==> src/rtl/uart_tx_pkg.sv <==
package uart_tx_pkg;

    typedef enum logic [2:0] {
        ST_IDLE,
        ST_START,
        ST_DATA,
        ST_PAR,
        ST_STOP
    } tx_state_e;

    // Nearest-integer division, halves rounded up.
    function automatic int unsigned round_div(input int unsigned num, input int unsigned den);
        return (num + den / 2) / den;
    endfunction

endpackage

==> src/rtl/uart_bit_timer.sv <==
module uart_bit_timer #(
    parameter int unsigned CYCLES = 434
) (
    input  logic clk,
    input  logic rst_n,
    input  logic run,
    output logic tick
);
    localparam int unsigned CW = (CYCLES > 1) ? $clog2(CYCLES) : 1;
    localparam logic [CW-1:0] LAST = CW'(CYCLES - 1);

    logic [CW-1:0] cnt_q;

    always_ff @(posedge clk or negedge rst_n) begin
        if (!rst_n)
            cnt_q <= '0;
        else if (!run || tick)
            cnt_q <= '0;
        else
            cnt_q <= cnt_q + 1'b1;
    end

    assign tick = run && (cnt_q == LAST);

    AST_CNT_LIMIT: assert property (@(posedge clk) disable iff (!rst_n)
        cnt_q <= LAST);

endmodule

==> src/rtl/uart_parity_gen.sv <==
module uart_parity_gen #(
    parameter int unsigned WIDTH = 8
) (
    input  logic [WIDTH-1:0] data_i,
    input  logic             odd_i,
    output logic             par_o
);
    // Even: the parity bit equals the XOR of the data.
    // Odd: the parity bit is that XOR inverted.
    assign par_o = (^data_i) ^ odd_i;

endmodule

==> src/rtl/uart_tx_shifter.sv <==
module uart_tx_shifter #(
    parameter int unsigned WIDTH = 8
) (
    input  logic             clk,
    input  logic             rst_n,
    input  logic             load,
    input  logic             shift,
    input  logic [WIDTH-1:0] din,
    output logic             bit_o
);
    logic [WIDTH-1:0] q;

    always_ff @(posedge clk or negedge rst_n) begin
        if (!rst_n)
            q <= '0;
        else if (load)
            q <= din;
        else if (shift)
            q <= q >> 1;
    end

    assign bit_o = q[0];

endmodule

==> src/rtl/uart_frame_tx.sv <==
module uart_frame_tx
    import uart_tx_pkg::*;
#(
    parameter int unsigned CLK_HZ    = 50_000_000,
    parameter int unsigned BAUD      = 115_200,
    parameter int unsigned DATA_BITS = 8
) (
    input  logic                 clk,
    input  logic                 rst_n,
    input  logic                 start_i,
    input  logic [DATA_BITS-1:0] data_i,
    input  logic                 par_en_i,
    input  logic                 par_odd_i,
    output logic                 tx_o,
    output logic                 busy_o
);
    localparam int unsigned BIT_CYC = round_div(CLK_HZ, BAUD);
    localparam int unsigned IDX_W   = (DATA_BITS > 1) ? $clog2(DATA_BITS) : 1;
    localparam logic [IDX_W-1:0] IDX_LAST = IDX_W'(DATA_BITS - 1);

    tx_state_e        state_q, state_d;
    logic             tick;
    logic             accept;
    logic             last_data;
    logic [IDX_W-1:0] bit_idx_q;
    logic             par_en_q;
    logic             par_bit_q;
    logic             par_calc;
    logic             shift_bit;

    assign accept    = (state_q == ST_IDLE) && start_i;
    assign last_data = (bit_idx_q == IDX_LAST);

    uart_bit_timer #(.CYCLES(BIT_CYC)) u_timer (
        .clk   (clk),
        .rst_n (rst_n),
        .run   (state_q != ST_IDLE),
        .tick  (tick)
    );

    uart_parity_gen #(.WIDTH(DATA_BITS)) u_par (
        .data_i (data_i),
        .odd_i  (par_odd_i),
        .par_o  (par_calc)
    );

    uart_tx_shifter #(.WIDTH(DATA_BITS)) u_shift (
        .clk   (clk),
        .rst_n (rst_n),
        .load  (accept),
        .shift ((state_q == ST_DATA) && tick),
        .din   (data_i),
        .bit_o (shift_bit)
    );

    // State register and the registers captured with it
    always_ff @(posedge clk or negedge rst_n) begin
        if (!rst_n) begin
            state_q   <= ST_IDLE;
            bit_idx_q <= '0;
            par_en_q  <= 1'b0;
            par_bit_q <= 1'b0;
        end else begin
            state_q <= state_d;
            if (accept) begin
                bit_idx_q <= '0;
                par_en_q  <= par_en_i;
                par_bit_q <= par_calc;
            end else if ((state_q == ST_DATA) && tick && !last_data) begin
                bit_idx_q <= bit_idx_q + 1'b1;
            end
        end
    end

    // Next-state logic
    always_comb begin
        state_d = state_q;
        unique case (state_q)
            ST_IDLE:  if (start_i) state_d = ST_START;
            ST_START: if (tick) state_d = ST_DATA;
            ST_DATA:  if (tick && last_data) state_d = par_en_q ? ST_PAR : ST_STOP;
            ST_PAR:   if (tick) state_d = ST_STOP;
            ST_STOP:  if (tick) state_d = ST_IDLE;
            default:  state_d = ST_IDLE;
        endcase
    end

    // Output decode
    always_comb begin
        busy_o = 1'b1;
        tx_o   = 1'b1;
        unique case (state_q)
            ST_IDLE:  busy_o = 1'b0;
            ST_START: tx_o = 1'b0;
            ST_DATA:  tx_o = shift_bit;
            ST_PAR:   tx_o = par_bit_q;
            ST_STOP:  tx_o = 1'b1;
            default:  busy_o = 1'b0;
        endcase
    end

    AST_IDLE_HIGH: assert property (@(posedge clk) disable iff (!rst_n)
        !busy_o |-> tx_o);

    AST_START_LOW: assert property (@(posedge clk) disable iff (!rst_n)
        $rose(busy_o) |-> !tx_o);

    AST_PAR_ONLY_EN: assert property (@(posedge clk) disable iff (!rst_n)
        (state_q == ST_PAR) |-> par_en_q);

    AST_STOP_HIGH: assert property (@(posedge clk) disable iff (!rst_n)
        (state_q == ST_STOP) |-> tx_o);

    AST_END_AFTER_HIGH: assert property (@(posedge clk) disable iff (!rst_n)
        $fell(busy_o) |-> $past(tx_o));

    AST_CFG_HELD: assert property (@(posedge clk) disable iff (!rst_n)
        (busy_o && $past(busy_o)) |-> ($stable(par_en_q) && $stable(par_bit_q)));

endmodule

==> config.mk <==
export PLATFORM = sky130hd
export DESIGN_NAME = uart_frame_tx
export DESIGN_NICKNAME = d
export VERILOG_FILES = /design/src/rtl/uart_tx_pkg.sv /design/src/rtl/uart_bit_timer.sv /design/src/rtl/uart_parity_gen.sv /design/src/rtl/uart_tx_shifter.sv /design/src/rtl/uart_frame_tx.sv
export SDC_FILE = /design/constraint.sdc
export NUM_CORES = 1
export LEC_CHECK = 0
export ABC_CLOCK_PERIOD_IN_PS = 3500
export BUFFER_PORTS_ARGS = -buffer_cell sky130_fd_sc_hd__buf_4
export CAP_MARGIN = 20
export CELL_PAD_IN_SITES_DETAIL_PLACEMENT = 1
export CELL_PAD_IN_SITES_GLOBAL_PLACEMENT = 1
export CORE_ASPECT_RATIO = 1.5
export CORE_UTILIZATION = 40
export CTS_CLUSTER_DIAMETER = 50
export DETAILED_ROUTE_END_ITERATION = 16
export PLACE_DENSITY_LB_ADDON = 0.1
export SLEW_MARGIN = 10
export SYNTH_ARGS = -nofsm -noshare
export SYNTH_HDL_FRONTEND = slang
export SYNTH_HIERARCHICAL = 1
export SYNTH_SLANG_ARGS = --single-unit
==> constraint.sdc <==
create_clock -name clk -period 3.5 [get_ports clk]
set_clock_uncertainty 0.05 [all_clocks]
set_input_delay 1.05 -clock clk [delete_from_list [all_inputs] [get_ports clk]]
set_output_delay 1.05 -clock clk [all_outputs]
set_load 0.02 [all_outputs]
# Yosys cells after proc, flatten, opt, wreduce, memory -nomap -nowiden
# Index checks and enable logic that the tools add are counted.
op_classes:
  add_sub_neg: 2
  n_eq_ne: 11
  muxes: 14
  n_bitwise: 1
  n_reduce_logical: 15
ops:
  columns: ["op", "n"]
  rows:
  - ["two-way mux 3 bit", 8]
  - ["two-way mux 8 bit", 2]
  - ["one-hot mux 3 bit (5 select lines)", 1]
  - ["adder 9 x 1 -> 9 bit (second input constant)", 1]
  - ["equality test 9 bit (second input constant)", 1]
  - ["two-way mux 9 bit", 1]
  - ["inequality test 2 bit (second input constant)", 4]
  - ["parity 8 bit", 1]
  - ["equality test 3 x 2 -> 1 bit (second input constant)", 2]
  - ["equality test 3 bit (second input constant)", 2]
  - ["logical AND 1 bit", 5]
  - ["AND reduction 5 bit", 1]
  - ["nonzero test 2 bit", 2]
  - ["OR reduction 4 bit", 1]
  - ["adder 3 x 1 -> 3 bit (second input constant)", 1]
  - ["equality test 3 x 1 -> 1 bit (second input constant)", 1]
  - ["zero test 3 bit", 1]
  - ["one-hot mux 1 bit (3 select lines)", 1]
  - ["nonzero test 3 bit", 1]
  - ["zero test 1 bit", 2]
  - ["inequality test 2 x 1 -> 1 bit (second input constant)", 1]
  - ["logical OR 1 bit", 1]
  - ["two-way mux 1 bit", 1]
  - ["XOR 1 bit", 1]
totals:
  reg_bits: 25
  inputBits: 13
  wordCells: 49

# Depth between registers and ports, before layout
depth:
  ltp_word: 6
  mapped_depth: 9
  ltp_nobuf: 8

# Modules after synthesis
# Netlist, hierarchy kept.
modules_own_cells:
  columns: ["module", "instances", "cells_each", "area_per_inst_um2", "seq_area_each_um2"]
  rows:
  - ["uart_bit_timer", 1, 48, 486.7, 225.2]
  - ["uart_frame_tx", 1, 41, 483.0, 200.2]
  - ["uart_tx_shifter", 1, 34, 369.1, 200.2]
  - ["uart_parity_gen", 1, 7, 82.6, 0.0]

# Least setup slack after synthesis
# Ideal clock, no wire load.
synth_path:
  kind: "flip-flop to flip-flop"
  start: "reg u_timer.cnt_q[2]"
  end: "reg u_shift.q[0]"
  setup_ps: 142
  t_arrival_ps: 2332
  path_slack_ps: 976
  stages_incl_launch_ff: 8
  path_buffers: 1
  synth_period_minus_slack_ps: 2524
  path_cell_list: "dfrtp_1 or3_4 nor4_1 nand2_4 nor3_1 buf_6 mux2i_1 o21ai_1"
synth_between:
  elab_chain_len: 4
synth_rtl:
  columns: ["item", "line_no", "source"]
  rows:
  - ["start: declaration", "uart_bit_timer.sv:12", "logic [CW-1:0] cnt_q;"]
  - ["start signal: assignment", "uart_bit_timer.sv:20", "cnt_q <= cnt_q + 1'b1;"]
  - ["equality test 9 bit", "uart_bit_timer.sv:23", "assign tick = run && (cnt_q == LAST);"]
  - ["logical AND 1 bit", "uart_bit_timer.sv:23", null]
  - ["named net tick", "uart_frame_tx.sv:22", "logic tick;"]
  - ["logical AND 1 bit", "uart_frame_tx.sv:51", ".shift ((state_q == ST_DATA) && tick),"]
  - ["nonzero test 2 bit (no source line)", null, null]
  - ["end signal: assignment", "uart_tx_shifter.sv:17", "q <= din;"]
  - ["end signal: assignment", "uart_tx_shifter.sv:19", "q <= q >> 1;"]
  - ["end: declaration", "uart_tx_shifter.sv:11", "logic [WIDTH-1:0] q;"]
# The timed path passes the listed nets, and every way through them passes these cells.
# A chain may end at the register's enable or synchronous reset.

# Final worst setup path
layout_path:
  start: "reg state_q[0]"
  end: "out busy_o"
layout_between:
  elab_chain_len: 3
  elab_cells_between_ends: 6
layout_rtl:
  columns: ["item", "line_no", "source"]
  rows:
  - ["start: declaration", "uart_frame_tx.sv:21", "tx_state_e state_q, state_d;"]
  - ["start signal: assignment", "uart_frame_tx.sv:64", "state_q <= state_d;"]
  - ["equality test 3 x 2 -> 1 bit, or another cell as far along", "uart_frame_tx.sv:92", "unique case (state_q)"]
  - ["OR reduction 4 bit (no source line) (*)", null, null]
  - ["two-way mux 1 bit (*)", "uart_frame_tx.sv:92", null]
  - ["end: declaration", "uart_frame_tx.sv:15", "output logic busy_o"]
# Every way passes the cells marked *; elsewhere a longest branch is shown, timed or not.

==> metrics.md <==
| Metric | Value |
|---|---|
| # resized after CTS | 0 |
| H-tree levels | 1 |
| Cell count after synthesis | 130 |
| Area grow syn2layout | 13.4% |
| Top cells by area, synth | dfrtp_1 (44%), mux2i_1 (5.6%), ha_1 (3.5%) |
| Width of the die | a little over 50 microns |
| Vias in the first global route | 1110 |
| Count leader, synth | dfrtp_1 |
| I/O pins | 15 |
| TritonCTS buffer count | 3 |
| PwrDens | approximately 330 mW/mm^2 |
| Routed len/inst | 15.7 microns |
| Primary FF master, synth | dfrtp_1 |
| Post-route cell area | 0.00161 sq mm |
| Area of the core | 0.00338 sq mm |
| Ratio of cells with drive above 1 in the final layout | a little over a fifth |
| Top sig layer | met4 |
| Sequential element share of the synthesized area | 44.0% |
| CTS root buf | clkbuf_8 |
| Hold Path End | bit_idx_q[0] |
| CP required | 2.40 ns |
| Worst-path maximum fanout | 13 |
| Metal3 WL | about 89 microns |
| Skew-Pair Late Insertion Delay | 0.27 ns |
| First-pass GRT wire length | around 5.2 mm |
| Worst r2r src | state_q[0] |
| Clk buf depth | 2 |
| Post-synth EDFFs | 0 |
| Crit start category | flip-flop |
| First-pass DRT Iterations | 4 |
| Max-cap violations | 0 |
| TritonCTS clock tree | done |
| Setup crit end kind | primary output |
| Mean Syn Cell Area | between 10 and 15 sq um |
| Setup bufs post-CTS | 0 |
| Initial antenna violation count | 0 |
| Diodes inserted | 0 |
| Post-Syn Area | 0.00142 sq mm |
| Reg2Reg Depth | 9 |
| Die height | 75.0 microns |
| Leak Pwr | ~0.66 nW |
| Post-DR vias/cell | 5.38 |
| Total Neg Setup Slack | 0 ns |
| Final Slew Violations | 0 |
| Worst slew pin tran | 0.783 ns |
| Drt initial violations | 15 |
| Status | finished clean |
| WHS Path Cells | 1 |
| Placer Congestion | 0.712 |
| Pin count of the biggest net entering global routing | 26 |
| CP Data Arrival Time | approximately 1.6 ns |
| Top-area cell type share of the netlist area | 44.0% |
| WS Path Type | flip-flop to primary output |
| Worst vdd ir | 194 uV |
| Starting Density | 42.0% |
| Synth Warn # | 6 |
| Flop and latch count out of synthesis | 25 |
| Drc violations | 0 |
| Cell variety after synth | 41 |
| DR WL met2 | 1.68 mm |
| CTS Sinks | 25 |
| Detail Route Antenna Nets | 0 |
| DPL Wire Length | 2.26 mm |
| Worst R2R End | u_shift/q[1] |
| Port bufs | 14 |
| Slew HR | 47.6% |
| Fmax | 365 MHz |
| Row count | 26 |
| Fin. Hold Viols | 0 |
| Post-synth top area cell | dfrtp_1 |
| Final setup fails | 0 |
| RSZ-0062 raised after global routing | no |
| Reg2Reg Setup Slack | 1.03 ns |
| Hold buffers post-CTS | 0 |
| Post-DP Area | 0.00156 sq mm |
| GRT Residual Overflow | 0 |
| Tcrit/Tclk final | between 70% and 80% |
| Met1 WL | about 1.2 mm |
| Post-layout minimum cycle time | around 2.7 ns |
| Top post-synthesis cells by count | dfrtp_1 (25), nand2_1 (12), mux2i_1 (8) |
| DIE AREA | 0.00380 sq mm |
| Clock-pin slew on the worst setup and hold paths | 0.09 ns |
| Routed WL | 2.97 mm |
| Post-synth ARST share | 100% |
| Total Routing Usage GR | between 10% and 20% |
| Mapped Nets | 147 |
| Hold Path Origin | bit_idx_q[0] |
| Min-Delay Path Class | flip-flop to flip-flop |
| Final net count | ~170 |
| Vias post-DR | just over 1000 |
[report_power, final]
part	switching [mW]	leakage (nW)	internal (mW)
registers	0.00568	0.305	0.298
clock network	0.0964	0.0217	0.0806
logic	0.0204	0.335	0.0281
[logic make-up after synthesis]
kind of cell / after synthesis / share of synthesized area, %
mux: 12 / 8.80
compound gates: 26 / 12.6
fa+ha+maj: 4 / 3.52
simple gates: 43 / 19.1
flops: 25 / 44.0
xor+xnor: 10 / 7.66
buf+inv: 10 / 4.31
[cell usage in the layout, fill, tap and decap left out, types with 2 or more instances in the layout]
cell type,netlist,layout
a21oi_1,3,3
a31oi_1,3,3
buf_4,0,17
clkbuf_8,0,3
dfrtp_1,25,25
ha_1,4,4
inv_1,6,6
mux2_2,4,4
mux2i_1,8,8
nand2_1,12,12
nand2b_1,3,3
nand3_1,3,3
nand4_1,2,2
nor2_1,5,5
nor2b_1,3,3
nor3_1,3,3
o21ai_0,4,4
o21ai_1,7,7
or3_1,3,3
xnor2_1,5,5
xor2_1,3,3
[how the worst max path moves through the flow]
stage	startpoint	endpoint	slack [ns]	cells past startpoint
after floorplan	u_timer/cnt_q[2]	u_shift/q[0]	0.98	7
after global placement	state_q[0]	busy_o	1.08	3
after detailed placement	state_q[0]	u_shift/q[1]	1.06	9
after CTS	state_q[0]	busy_o	0.74	3
after global routing	state_q[0]	busy_o	0.68	3
final	state_q[0]	busy_o	0.76	3
[flip-flops by register name, summed over array words and instances, names as in the netlist]
register and count:
u_timer/cnt_q 9, u_shift/q 8, bit_idx_q 3, state_q 3, par_bit_q 1, par_en_q 1
[critical path, stage by stage, from the launching register on]
cell	delay [ns]
dfrtp_1	0.56
or3_1	0.49
and2_1	0.17
buf_4	0.15
[metal layers]
layer | GRT usage, % | vias to the layer above
met1 | 21.6 | 499
met5 | 0 | -
li1 | - | 500
met4 | 6.48 | 0
met2 | 34.2 | 15
met3 | 2.63 | 2
[metrics by stage]
stage                     power (mW)  util, %  cells  worst slack [ns]  hold slack, ns
after floorplan                0.333        -    130             0.976           0.406
after global placement         0.357     46.2    185              1.08           0.431
after detailed placement       0.359     46.2    185              1.06           0.441
after CTS                      0.540     47.6    189             0.739           0.453
after global routing           0.555     47.6    189             0.680           0.477
final                          0.529     47.6    189             0.758           0.448
[layout make-up]
class,count,area (sq um)
clock buffers,3,41.3
clock inverters,1,7.51
fillers,396,1770
inverters,6,22.5
multi-input cells,95,734
flip-flops and latches,25,626
well taps,42,52.6
repair buffers,17,128
Note: power is estimated with default switching activity, not from simulation.
